==> src/rtl/tx_front_pkg.sv <==
package tx_front_pkg;
   typedef enum logic [2:0] {
      SYM_DATA    = 3'd0,
      SYM_SPECIAL = 3'd1,
      SYM_VIOL    = 3'd2,
      SYM_FILL    = 3'd3,
      SYM_RAW     = 3'd4
   } sym_kind_e;

   localparam int KIND_W = 3;
endpackage

==> src/rtl/tx_slot_timer.sv <==
// Counts bit slots within a byte period, flags the boundary, and shapes the
// read strobe window for the period that follows an immediate-enable boundary.
module tx_slot_timer #(
   parameter int SLOTS     = 10,
   parameter int LOW_SLOTS = 6
) (
   input  logic clk,
   input  logic rst,
   input  logic arm_in,
   output logic tick,
   output logic rd_n
);
   localparam int CW = (SLOTS > 2) ? $clog2(SLOTS) : 1;
   localparam logic [CW-1:0] LAST = CW'(SLOTS - 1);
   localparam logic [CW-1:0] LOWN = CW'(LOW_SLOTS);

   logic [CW-1:0] slot_q;
   logic          armed_q;

   assign tick = (slot_q == LAST);

   always_ff @(posedge clk) begin
      if (rst) begin
         slot_q  <= '0;
         armed_q <= 1'b0;
      end else begin
         if (tick) begin
            slot_q  <= '0;
            armed_q <= arm_in;
         end else begin
            slot_q  <= slot_q + CW'(1);
         end
      end
   end

   assign rd_n = !(armed_q && (slot_q < LOWN));
endmodule

==> src/rtl/tx_load_ctrl.sv <==
// Decides whether a boundary loads user data: either the immediate enable or
// a load requested one boundary earlier through the next-boundary enable.
module tx_load_ctrl (
   input  logic clk,
   input  logic rst,
   input  logic tick,
   input  logic en_now_n,
   input  logic en_next_n,
   output logic load,
   output logic pend
);
   logic pend_q;

   always_ff @(posedge clk) begin
      if (rst) begin
         pend_q <= 1'b0;
      end else if (tick) begin
         pend_q <= !en_next_n;
      end
   end

   assign load = !en_now_n || pend_q;
   assign pend = pend_q;
endmodule

==> src/rtl/tx_sym_select.sv <==
// Picks the symbol request at each boundary and holds it for the byte period.
module tx_sym_select
   import tx_front_pkg::*;
#(
   parameter int                DATA_W    = 8,
   parameter logic [DATA_W-1:0] FILL_CODE = DATA_W'(8'hBC),
   localparam int               RAW_W     = DATA_W + 2
) (
   input  logic              clk,
   input  logic              rst,
   input  logic              tick,
   input  logic              load,
   input  logic              raw_mode,
   input  logic              viol_req,
   input  logic              spec_sel,
   input  logic [DATA_W-1:0] data_in,
   output logic [KIND_W-1:0] kind,
   output logic [RAW_W-1:0]  word,
   output logic              valid
);
   localparam logic [RAW_W-1:0] FILL_WORD = {1'b0, 1'b1, FILL_CODE};

   sym_kind_e        kind_d, kind_q;
   logic [RAW_W-1:0] word_d, word_q;
   logic             valid_q;

   always_comb begin
      kind_d = SYM_FILL;
      word_d = FILL_WORD;
      if (raw_mode) begin
         if (load) begin
            kind_d = SYM_RAW;
            word_d = {viol_req, spec_sel, data_in};
         end
      end else if (viol_req) begin
         kind_d = SYM_VIOL;
         word_d = '0;
      end else if (load) begin
         kind_d = spec_sel ? SYM_SPECIAL : SYM_DATA;
         word_d = {2'b00, data_in};
      end
   end

   always_ff @(posedge clk) begin
      if (rst) begin
         kind_q  <= SYM_FILL;
         word_q  <= FILL_WORD;
         valid_q <= 1'b0;
      end else begin
         valid_q <= tick;
         if (tick) begin
            kind_q <= kind_d;
            word_q <= word_d;
         end
      end
   end

   assign kind  = kind_q;
   assign word  = word_q;
   assign valid = valid_q;
endmodule

==> src/rtl/tx_line_gate.sv <==
// Registers the serial bit onto each output line; the low lines are gated.
module tx_line_gate #(
   parameter int NUM_LINES   = 3,
   parameter int GATED_LINES = 2
) (
   input  logic                 clk,
   input  logic                 rst,
   input  logic                 ser_bit,
   input  logic                 tx_off,
   output logic [NUM_LINES-1:0] line_out
);
   for (genvar i = 0; i < NUM_LINES; i++) begin : g_line
      logic bit_q;
      if (i < GATED_LINES) begin : g_gated
         always_ff @(posedge clk) begin
            if (rst) bit_q <= 1'b0;
            else     bit_q <= ser_bit && !tx_off;
         end
      end else begin : g_free
         always_ff @(posedge clk) begin
            if (rst) bit_q <= 1'b0;
            else     bit_q <= ser_bit;
         end
      end
      assign line_out[i] = bit_q;
   end
endmodule

==> src/rtl/tx_symbol_front.sv <==
module tx_symbol_front
   import tx_front_pkg::*;
#(
   parameter int                DATA_W      = 8,
   parameter int                SLOTS       = 10,
   parameter int                LOW_SLOTS   = 6,
   parameter int                NUM_LINES   = 3,
   parameter int                GATED_LINES = 2,
   parameter logic [DATA_W-1:0] FILL_CODE   = DATA_W'(8'hBC),
   localparam int               RAW_W       = DATA_W + 2
) (
   input  logic                 clk,
   input  logic                 rst,
   input  logic [DATA_W-1:0]    data_in,
   input  logic                 spec_sel,
   input  logic                 viol_req,
   input  logic                 en_now_n,
   input  logic                 en_next_n,
   input  logic                 raw_mode,
   input  logic                 ser_bit,
   input  logic                 tx_off,
   output logic [KIND_W-1:0]    sym_kind,
   output logic [RAW_W-1:0]     sym_word,
   output logic                 sym_valid,
   output logic                 rd_n,
   output logic [NUM_LINES-1:0] line_out
);
   initial begin
      assert (SLOTS >= 2) else $error("SLOTS must be at least 2");
      assert (LOW_SLOTS >= 1 && LOW_SLOTS < SLOTS) else $error("LOW_SLOTS out of range");
      assert (GATED_LINES >= 1 && GATED_LINES < NUM_LINES) else $error("GATED_LINES out of range");
      assert (DATA_W >= 1) else $error("DATA_W must be positive");
   end

   logic tick;
   logic load;
   logic next_pend;

   tx_slot_timer #(.SLOTS(SLOTS), .LOW_SLOTS(LOW_SLOTS)) u_timer (
      .clk(clk), .rst(rst), .arm_in(!en_now_n), .tick(tick), .rd_n(rd_n)
   );

   tx_load_ctrl u_load (
      .clk(clk), .rst(rst), .tick(tick), .en_now_n(en_now_n),
      .en_next_n(en_next_n), .load(load), .pend(next_pend)
   );

   tx_sym_select #(.DATA_W(DATA_W), .FILL_CODE(FILL_CODE)) u_sel (
      .clk(clk), .rst(rst), .tick(tick), .load(load), .raw_mode(raw_mode),
      .viol_req(viol_req), .spec_sel(spec_sel), .data_in(data_in),
      .kind(sym_kind), .word(sym_word), .valid(sym_valid)
   );

   tx_line_gate #(.NUM_LINES(NUM_LINES), .GATED_LINES(GATED_LINES)) u_lines (
      .clk(clk), .rst(rst), .ser_bit(ser_bit), .tx_off(tx_off), .line_out(line_out)
   );
endmodule

==> config.mk <==
export PLATFORM = sky130hd
export DESIGN_NAME = tx_symbol_front
export DESIGN_NICKNAME = d
export VERILOG_FILES = /design/src/rtl/tx_front_pkg.sv /design/src/rtl/tx_slot_timer.sv /design/src/rtl/tx_load_ctrl.sv /design/src/rtl/tx_sym_select.sv /design/src/rtl/tx_line_gate.sv /design/src/rtl/tx_symbol_front.sv
export SDC_FILE = /design/constraint.sdc
export NUM_CORES = 1
export LEC_CHECK = 0
export BUFFER_PORTS_ARGS = -buffer_cell sky130_fd_sc_hd__buf_2
export CAP_MARGIN = 40
export CORE_ASPECT_RATIO = 1.25
export CORE_MARGIN = 1
export CORE_UTILIZATION = 30
export CTS_CLUSTER_DIAMETER = 80
export CTS_CLUSTER_SIZE = 25
export DETAILED_ROUTE_END_ITERATION = 12
export PLACE_DENSITY_LB_ADDON = 0.05
export SYNTH_ARGS = -nofsm -noshare
export SYNTH_HDL_FRONTEND = slang
export SYNTH_HIERARCHICAL = 1
export SYNTH_SLANG_ARGS = --single-unit
==> constraint.sdc <==
create_clock -name clk -period 2.1 [get_ports clk]
set_input_delay 0.42 -clock clk [delete_from_list [all_inputs] [get_ports clk]]
set_output_delay 0.42 -clock clk [all_outputs]
set_load 0.05 [all_outputs]
# After elaboration in Yosys (flattened, before gate mapping)
# Index checks and enable logic that the tools add are counted.
# word_totals
register_bits	22
input_bits	17
output_inout_bits	18
wordCells	28
# op_classes
n_addsub	1
order_cmp	1
eq_ne	1
muxes	9
reduce_logical	8
# op_table
op	count
10-bit 2-to-1 mux	3
3-bit 2-to-1 mux	4
9-bit 2-to-1 mux	1
4-bit by 1-bit adder with 4-bit output, second input constant	1
4-bit equality test, second input constant	1
1-bit zero test	4
4-bit by 3-bit less-than comparator with 1-bit output, second input constant	1
1-bit logical AND	2
2-bit OR reduction	1
1-bit logical OR	1
1-bit 2-to-1 mux	1

# Depth between registers and ports, before layout
# Gate-level depths: netlist of run 1.
# logic_depth
depth_word	5
depth_mapped	9
mapped_depth_nobuf	6

# By module
# Netlist of run 1, hierarchy kept.
# modules_own_cells
mod	n_inst	cells_each	area_each_um2	seq_area_each_um2
tx_sym_select	1	58	550.5	280.3
tx_slot_timer	1	24	235.2	100.1
tx_line_gate	1	7	81.3	40.0
tx_load_ctrl	1	4	42.5	20.0
tx_symbol_front	1	1	3.8	0.0

# Worst setup path after synthesis of run 1
# OpenSTA, ideal clock, no wires.
# synth_timing
path_type	reg2reg
start	register u_timer.slot_q[1]
end	register u_sel.kind_q[1], in the netlist u_sel/kind[1]
setup_ns	0.120
t_arrival_ns	1.368
required_time_ns	1.980
setup_slack_ns	0.612
path_stages_with_launch	9
n_path_buf	2
synth_period_minus_slack_ns	1.488
cell_sequence	dfxtp_1 inv_1 ha_1 and3b_1 buf_6 buf_4 inv_4 a21oi_2 a211o_1
# synth_between
elab_chain_cells	1
# synth_rtl
element	line_no	rtl
start, declared	tx_slot_timer.sv:17	logic [CW-1:0] slot_q;
start signal, assigned	tx_slot_timer.sv:31	slot_q <= slot_q + CW'(1);
4-bit equality test	tx_slot_timer.sv:20	assign tick = (slot_q == LAST);
named net tick	tx_symbol_front.sv:35	logic tick;
end signal, assigned	tx_sym_select.sv:52	kind_q <= kind_d;
end, declared	tx_sym_select.sv:23	sym_kind_e kind_d, kind_q;
# The timed path passes the listed nets, and every way through them passes these cells.
# A chain may end at the register's enable or synchronous reset.

# Worst setup path after layout of run 1
# layout_timing
start	register u_timer.slot_q[0]
end	register u_sel.word_q[6], in the netlist u_sel/word[6]
# layout_between
elab_chain_cells	1
# layout_rtl
element	line_no	rtl
4-bit equality test	tx_slot_timer.sv:20	
named net tick	tx_symbol_front.sv:35	
end signal, assigned	tx_sym_select.sv:53	word_q <= word_d;
end, declared	tx_sym_select.sv:24	logic [RAW_W-1:0] word_d, word_q;
# The timed path passes the listed nets, and every way through them passes these cells.

==> results_dict.tcl, run 1 <==
set metrics [dict create \
    slew_violations 0 \
    initial_core_util 0.313 \
    antenna_cells 0 \
    synth_top_area_cell "dfxtp_1" \
    status "finished, final reports clean" \
    vias 721 \
    gp_routability_congestion 0.627 \
    tightest_slew_ns 0.431 \
    finalSetupViolations 0 \
    synthTopCellsByArea "dfxtp_1 (48%), a21oi_1 (5.5%), mux2i_1 (5.5%)" \
    track_usage 0.123 \
    drt_pre_antenna_iters 3 \
    rsz0062_at_grt "false" \
    post_dp_cell_area_mm2 0.00107 \
    yosysSeqAreaShare 0.482 \
    antenna_found_initial 0 \
    rows 22 \
    syn_to_final_growth_pct 23.3 \
    numPortBuffers 34 \
    gr-total-overflow 0 \
    drive_gt1_frac 0.360 \
    fin_tns_setup_ns 0 \
    syn_nets 113 \
    critPathMaxStageDelay_ns 0.42 \
    grt_pass1_wl_um 3060 \
    p_leak_nw 0.459 \
    fin_crit_sh 0.776 \
    grt_max_degree 23 \
    post-route-util 0.386 \
    io_pins 35 \
    cts.sinks 22 \
    hold_violations 0 \
    clk_latency_ns 0.30 \
    fin_skew_ns 0.00978 \
    clk_path_buf_depth 2 \
    yosysMostFrequentCell "dfxtp_1" \
    synthDistinctLibCells 30 \
    worst_ep_required_time_ns 2.28 \
    cts_root_buf "clkbuf_4" \
    path_class "flip-flop to flip-flop" \
    cts_setup_buffers 0 \
    synth_flop_cell "dfxtp_1" \
    drt_iter0_drc 11 \
    irDropWorstVdd_v 0.000324 \
    synth-edff-count 0 \
    cp_data_arrival_time_ns 1.81 \
    slew_headroom 0.713 \
    post-route-min-period_ns 1.63 \
    cts_hold_buf 0 \
    synth_seq_cells 22 \
    ctsHtreeMaxLevel 1 \
    final_net_count 145 \
    critPathMaxFanout 8 \
    die_h_um 63.7 \
    viasPerCell 4.48 \
    start_kind "flip-flop" \
    dieArea_mm2 0.00327 \
    routedWlPerCell_um 11.2 \
    cts_tree "done" \
    slowest_stage "dfxtp_1" \
    drv_cap 0 \
    powerDensity_mw_per_mm2 724 \
    max_freq_mhz 614 \
    grt_pass1_vias 698 \
    stdcell_area_mm2 0.00113 \
    yosys_warnings 6 \
    crit_chain "ha_1 -> and3b_1 -> buf_4 -> mux2i_1 -> nor3_1" \
    cts_made_buffers 3 \
    cts_resized 0 \
    yosys.area.top_type_share 0.482 \
    fp.dieW_um 51.4 \
    avgSynthCellArea_um2 9.72 \
    synth_area_um2 913 \
    core_mm2 0.00292 \
    worst-path-buf-inv 1 \
    hpwl_um 1290 \
    synth-async-reset-ratio 0 \
    netlist_instances 94 \
    clk_pin_slew_ns 0.13 \
    antenna_left 0 \
    drc_errors 0 \
    wl_um 1810 \
    crit_path_end_kind "flip-flop" \
    cpLargestDelayFamily "simple AND/OR/NAND/NOR gates" \
    min-delay-path-class "primary input to flip-flop" \
    synth_common_cells "dfxtp_1 (22), a21oi_1 (10), nor2b_1 (6), o21ai_0 (6)" \
]
logic make-up after synthesis:
kind of cell    after synthesis  synth area share
flops                        22             0.482
mux                           5            0.0548
buf+inv                      12            0.0877
fa+ha+maj                     2            0.0274
simple gates                 30             0.199
compound gates               23             0.149
layout make-up:
class                           count  area, µm²
Timing Repair Buffer               35        178
Clock buffer                        3       22.5
Fill cell                         337       1790
Tap cell                           36       45.0
Sequential cell                    22        440
Clock inverter                      1       30.0
Multi-Input combinational cell     60        393
Inverter                            4       17.5
state kept, by name, indices dropped and copies added (netlist names):
name                  count
u_lines/g_line.bit_q      2
u_sel/valid               1
u_timer/armed_q           1
u_load/pend               1
u_timer/slot_q            4
u_sel/word               10
u_sel/kind                3
power breakdown:
part | internal (W) | switching, W
Clock | 0.000193 | 0.000127
Combinational | 0.0000263 | 0.0000367
Sequential | 0.000425 | 0.00000728
Total | 0.000644 | 0.000171
worst paths after layout:
path	start	endpoint	slack, ns	depth (start not counted)
max reg2reg	u_timer/slot_q[0]$_SDFF_PP0_	u_sel/word[6]$_SDFFE_PP0P_	0.47	5
min reg2reg	u_sel/kind[1]$_SDFFE_PP1P_	u_sel/kind[1]$_SDFFE_PP1P_	0.48	1
max	u_timer/slot_q[0]$_SDFF_PP0_	u_sel/word[6]$_SDFFE_PP0P_	0.47	5
min	tx_off	u_lines/g_line[1].bit_q$_SDFF_PP0_	0.26	2
layer usage:
layer	GRT usage	up-vias	part of all wire
met5	0	-	0
met4	0.0507	0	0.0077
met3	0.0290	2	0.039
met2	0.202	15	0.48
met1	0.151	323	0.48
li1	-	381	-
per-stage QoR:
| stage | worst slack (ns) | instances | hold slack, ns | total power, W |
|---|---|---|---|---|
| 2_1_floorplan | 0.612 | 94 | 0.461 | 0.000480 |
| 3_3_place_gp | 0.551 | 157 | 0.450 | 0.000504 |
| 3_5_place_dp | 0.469 | 157 | 0.460 | 0.000505 |
| 4_1_cts | 0.453 | 161 | 0.238 | 0.000834 |
| 5_1_grt | 0.298 | 161 | 0.213 | 0.000865 |
| 6_report | 0.471 | 161 | 0.257 | 0.000815 |
cell usage in the layout, fill, tap and decap left out:
cell,count
a31oi_1,1
inv_4,1
a21oi_2,1
nand4_1,1
a21boi_0,2
nand2_1,4
a211oi_2,1
clkbuf_4,3
a21oi_1,10
nand3b_1,1
or3b_1,1
nor3_1,5
nand4b_1,1
inv_1,3
dfxtp_1,22
nor2b_1,6
o21ai_0,6
and3b_1,1
buf_4,1
nand3_1,2
nor2_1,4
o21ai_1,1
ha_1,2
buf_2,34
bufinv_16,1
nand2_2,1
a211o_1,1
nand2b_1,1
nand2b_4,1
nor3b_2,1
mux2i_1,5
(Power assumes the default switching activity.)
==> run 2: changes to the inputs <==
==> constraint.sdc (replaced) <==
create_clock -name clk -period 1.55 [get_ports clk]
set_input_delay 0.31 -clock clk [delete_from_list [all_inputs] [get_ports clk]]
set_output_delay 0.31 -clock clk [all_outputs]
set_load 0.05 [all_outputs]
==> run 2 against run 1 <==
Core utilization up 0.26 points; register-to-register slack worse by 0.31 ns; via count up 2.8%; final area up 0.67%; clock power down 1%; die area unchanged; combinational power up 54%; hold slack worse by 0.10 ns; cell count up 1.9%; routed wire length down 0.61%; clock-buffer cell count up 1; setup slack worse by 0.37 ns; critical endpoint is now rd_n; largest cell class unchanged.
==> results_dict.tcl, run 2 (synthesis gave the netlist of run 1 again) <==
set metrics [dict create \
    status "finished, final reports clean" \
    numPortBuffers 34 \
    swShare 0.235 \
    drt_iter0_drc 18 \
    core_mm2 0.00292 \
    p_leak_nw 0.468 \
    slowest_stage "dfxtp_1" \
    gr-total-overflow 0 \
    grt_max_degree 23 \
    finalSetupViolations 0 \
    fp.dieW_um 51.4 \
    cts.sinks 22 \
    ctsHtreeMaxLevel 1 \
    critPathMaxStageDelay_ns 0.35 \
    antenna_left 0 \
    gp_routability_congestion 0.695 \
    pwr-share-clk 0.317 \
    grt_pass1_wl_um 2960 \
    path_class "flip-flop to primary output" \
    hold_violations 0 \
    irDropWorstVdd_v 0.000371 \
    switching_power_w 0.000234 \
    crit_path_end_kind "primary output" \
    io_pins 35 \
    cts_made_buffers 3 \
    fill_cells 326 \
    mostFrequentLayoutCells "buf_2 (34), dfxtp_1 (21), a21oi_1 (10), nor2b_1 (6), o21ai_0 (6)" \
    hold_ws_ns 0.154 \
    grt_pass1_vias 650 \
    clk_pin_slew_ns 0.12 \
    initial_core_util 0.313 \
    cp_data_arrival_time_ns 1.14 \
    vias 741 \
    cts_tree "done" \
    hpwl_um 1260 \
    fin_tns_setup_ns 0 \
    slew_headroom 0.706 \
    track_usage 0.121 \
    final_net_count 148 \
    die_h_um 63.7 \
    wl_um 1800 \
    drive_gt1_frac 0.383 \
    slew_violations 0 \
    crit_chain "buf_4 -> nand2_1 -> nand3b_1 -> buf_2" \
    tightest_slew_ns 0.442 \
    rows 22 \
    routedWlPerCell_um 11.0 \
    power_frac_seq 0.585 \
    antenna_cells 0 \
    clk_path_buf_depth 2 \
    rsz0062_at_grt "false" \
    syn_to_final_growth_pct 24.1 \
    fin_crit_sh 0.937 \
    max_freq_mhz 689 \
    drv_cap 0 \
    powerDensity_mw_per_mm2 877 \
    post-route-min-period_ns 1.45 \
    min-delay-path-class "primary input to flip-flop" \
    dieArea_mm2 0.00327 \
    fin_ws_ns 0.0984 \
    largest_register_ffs 10 \
    power.internal_w 0.000760 \
    cts_root_buf "clkbuf_4" \
    critPathMaxFanout 4 \
    viasPerCell 4.52 \
    start_kind "flip-flop" \
    pre_cts_ws_ns 0.184 \
    drt_pre_antenna_iters 2 \
    clk_latency_ns 0.30 \
    antenna_found_initial 0 \
    combPwrFrac 0.097 \
    layout_commonest_cell "buf_2" \
    worst_ep_required_time_ns 1.24 \
    drc_errors 0 \
    fin_skew_ns 0.00398 \
]
-- run 2: path summary, 6_finish.rpt --
kind                                     start                                 end  slack [ns]  cells after the start
setup / recovery  u_timer/slot_q[1]$_SDFF_PP0_                                rd_n         0.1                      4
hold / removal                          tx_off  u_lines/g_line[1].bit_q$_SDFF_PP0_        0.15                      2
setup reg to reg  u_timer/slot_q[1]$_SDFF_PP0_          u_sel/kind[1]$_SDFFE_PP1P_        0.16                      6
hold reg to reg     u_sel/kind[2]$_SDFFE_PP0P_          u_sel/kind[2]$_SDFFE_PP0P_        0.48                      2
-- run 2: stage by stage --
step                      std cells  utilization  area (µm²)  power (W)
after CTS                       164        0.388        1130    0.00102
after global routing            164        0.389        1130    0.00105
after floorplan                  94            -         913   0.000651
after global placement          160        0.376        1100   0.000690
final                           164        0.389        1130   0.000994
after detailed placement        160        0.376        1100   0.000692
-- run 2: layout make-up --
type / count / area (µm²) / share of cell area
clock buffers: 4 / 36.3 / 0.0320
inverters: 4 / 17.5 / 0.0155
multi-input cells: 60 / 393 / 0.347
flip-flops and latches: 22 / 442 / 0.390
well taps: 36 / 45.0 / 0.0397
repair buffers: 38 / 200 / 0.177
-- run 2: per-layer routing --
layer | global-route usage | routed length [µm] | vias up
met5 | 0 | 0 | -
met4 | 0.0608 | 20 | 0
met1 | 0.149 | 854 | 335
met2 | 0.192 | 846 | 15
li1 | - | - | 389
met3 | 0.0314 | 77 | 2
-- run 2: critical path, delay by kind of cell (launching register included) --
kind	cells	cell delay, ns
buffers and inverters	2	0.37
flip-flops	1	0.35
AND/OR/NAND/NOR	2	0.12
-- run 2: power by group through the flow --
stage | registers, W | clock network [W] | logic (W)
2_1_floorplan | 0.000598 | 0 | 0.0000526
3_3_place_gp | 0.000594 | 0 | 0.0000958
3_5_place_dp | 0.000594 | 0 | 0.0000979
4_1_cts | 0.000581 | 0.000336 | 0.0000982
5_1_grt | 0.000584 | 0.000356 | 0.000107
6_report | 0.000582 | 0.000316 | 0.0000968
-- run 2: what timing repair did --
action / in CTS / in global routing
endpoints found under the setup margin: 0 / 1
hold buffers: 0 / 0
setup buffers: 0 / 0
gates resized for setup: 0 / 1
==> run 3: changes to the inputs <==
==> constraint.sdc (replaced) <==
create_clock -name clk -period 1.4 [get_ports clk]
set_input_delay 0.28 -clock clk [delete_from_list [all_inputs] [get_ports clk]]
set_output_delay 0.28 -clock clk [all_outputs]
set_load 0.05 [all_outputs]
==> run 3 against run 2 <==
Total power rose by 26%; non-clock buffer count grew 4; routed wire length rose by 4.1%; critical path depth did not move; critical endpoint unchanged.
==> results_dict.tcl, run 3 (synthesis gave the netlist of run 1 again) <==
set metrics [dict create \
    status "finished, final reports clean" \
    post-route-util 0.420 \
    finalSetupViolations 0 \
    fp.dieW_um 51.4 \
    fin_cells 168 \
    gr-total-overflow 0 \
    slew_violations 0 \
    routedWlPerCell_um 11.1 \
    numPortBuffers 34 \
    fin_crit_sh 0.950 \
    antenna_left 0 \
    ctsHtreeMaxLevel 1 \
    tightest_slew_ns 0.420 \
    grt_pass1_wl_um 3140 \
    gp_routability_congestion 0.644 \
    cts_made_buffers 3 \
    largest_register_ffs 10 \
    power.total_w 0.00125 \
    powerDensity_mw_per_mm2 1020 \
    grt_pass1_vias 720 \
    cts.sinks 22 \
    clk_latency_ns 0.30 \
    wl_um 1870 \
    p_leak_nw 0.504 \
    antenna_found_initial 0 \
    hold_violations 0 \
    critPathMaxFanout 3 \
    cts_hold_buf 0 \
    grt_max_degree 23 \
    post-route-min-period_ns 1.33 \
    cts_root_buf "clkbuf_4" \
    drc_errors 0 \
    path_class "flip-flop to primary output" \
    crit_path_end_kind "primary output" \
    rsz0062_at_grt "true" \
    min-delay-path-class "primary input to flip-flop" \
    worst_ep_required_time_ns 1.12 \
    dieArea_mm2 0.00327 \
    cp_data_arrival_time_ns 1.05 \
    start_kind "flip-flop" \
    drive_gt1_frac 0.447 \
    irDropWorstVdd_v 0.000561 \
    initial_core_util 0.313 \
    syn_to_final_growth_pct 34.2 \
    place_inst 162 \
    die_h_um 63.7 \
    rows 22 \
    mostFrequentLayoutCells "buf_2 (33), dfxtp_1 (19), a21oi_1 (10), nor2b_1 (6), o21ai_0 (6)" \
    drt_pre_antenna_iters 4 \
    cts_tree "done" \
    drv_cap 0 \
    core_mm2 0.00292 \
    hpwl_um 1370 \
    slew_headroom 0.720 \
    vias 773 \
    clk_path_buf_depth 2 \
    io_pins 35 \
    layout_commonest_cell "buf_2" \
    max_freq_mhz 752 \
    viasPerCell 4.60 \
    final_net_count 152 \
    drt_iter0_drc 14 \
    fin_tns_setup_ns 0 \
    fin_skew_ns 0.00115 \
    track_usage 0.127 \
    antenna_cells 0 \
    clk_pin_slew_ns 0.12 \
]
run 3: changes by cell type in the layout (fill, tap and decap cells not counted), sizes merged:
| cell | delta |
|---|---|
| buf | +4 |
| clkbuf | -1 |
| inv | -1 |
| bufinv | +1 |
| clkinv | +1 |
run 3: metal layers:
metal	vias to the layer above	wire length [µm]	GRT usage
met4	0	25	0.0709
met5	-	0	0
met2	14	964	0.214
li1	396	-	-
met1	361	808	0.146
met3	2	72	0.0266
run 3: final cells by class:
| class | count | area [µm²] |
|---|---|---|
| timing repair buffer | 42 | 248 |
| clock inverter | 1 | 30.0 |
| inverter | 4 | 20.0 |
| sequential | 22 | 444 |
| clock buffer | 3 | 22.5 |
| multi-input combinational | 60 | 417 |
| tap | 36 | 45.0 |
| fill | 345 | 1690 |
run 3: power breakdown:
part	internal [W]	switching [W]	total, W
clock	0.000289	0.000187	0.000477
sequential	0.000638	0.00000736	0.000646
combinational	0.0000601	0.0000678	0.000128
total	0.000988	0.000263	0.00125
run 3: final timing paths:
path                                startpoint                                  to  slack [ns]  depth (start not counted)
hold / removal                          tx_off  u_lines/g_line[1].bit_q$_SDFF_PP0_        0.13                          2
setup / recovery  u_timer/slot_q[1]$_SDFF_PP0_                                rd_n        0.07                          4
hold reg to reg     u_sel/word[9]$_SDFFE_PP0P_          u_sel/word[9]$_SDFFE_PP0P_        0.47                          2
setup reg to reg  u_timer/slot_q[1]$_SDFF_PP0_          u_sel/kind[1]$_SDFFE_PP1P_        0.10                          6
run 3: timing repair:
action	in CTS	in global routing
pin swaps	0	1
buffers inserted	0	2
resized for setup	2	12
setup endpoints to repair	1	15
run 3: through the flow:
stage	area, µm²	setup WS (ns)	hold slack (ns)
global placement	1110	0.0775	0.449
finish	1230	0.0705	0.126
global route	1230	-0.00444	0.0994
CTS	1170	0.000819	0.107
detailed placement	1110	0.0400	0.452
floorplan	920	-0.0170	0.349
run 3: worst max-delay path: stages (launching register included):
cell	delay [ns]
dfxtp_2	0.35
buf_6	0.11
nand2_2	0.05
nand3b_1	0.08
buf_6	0.16
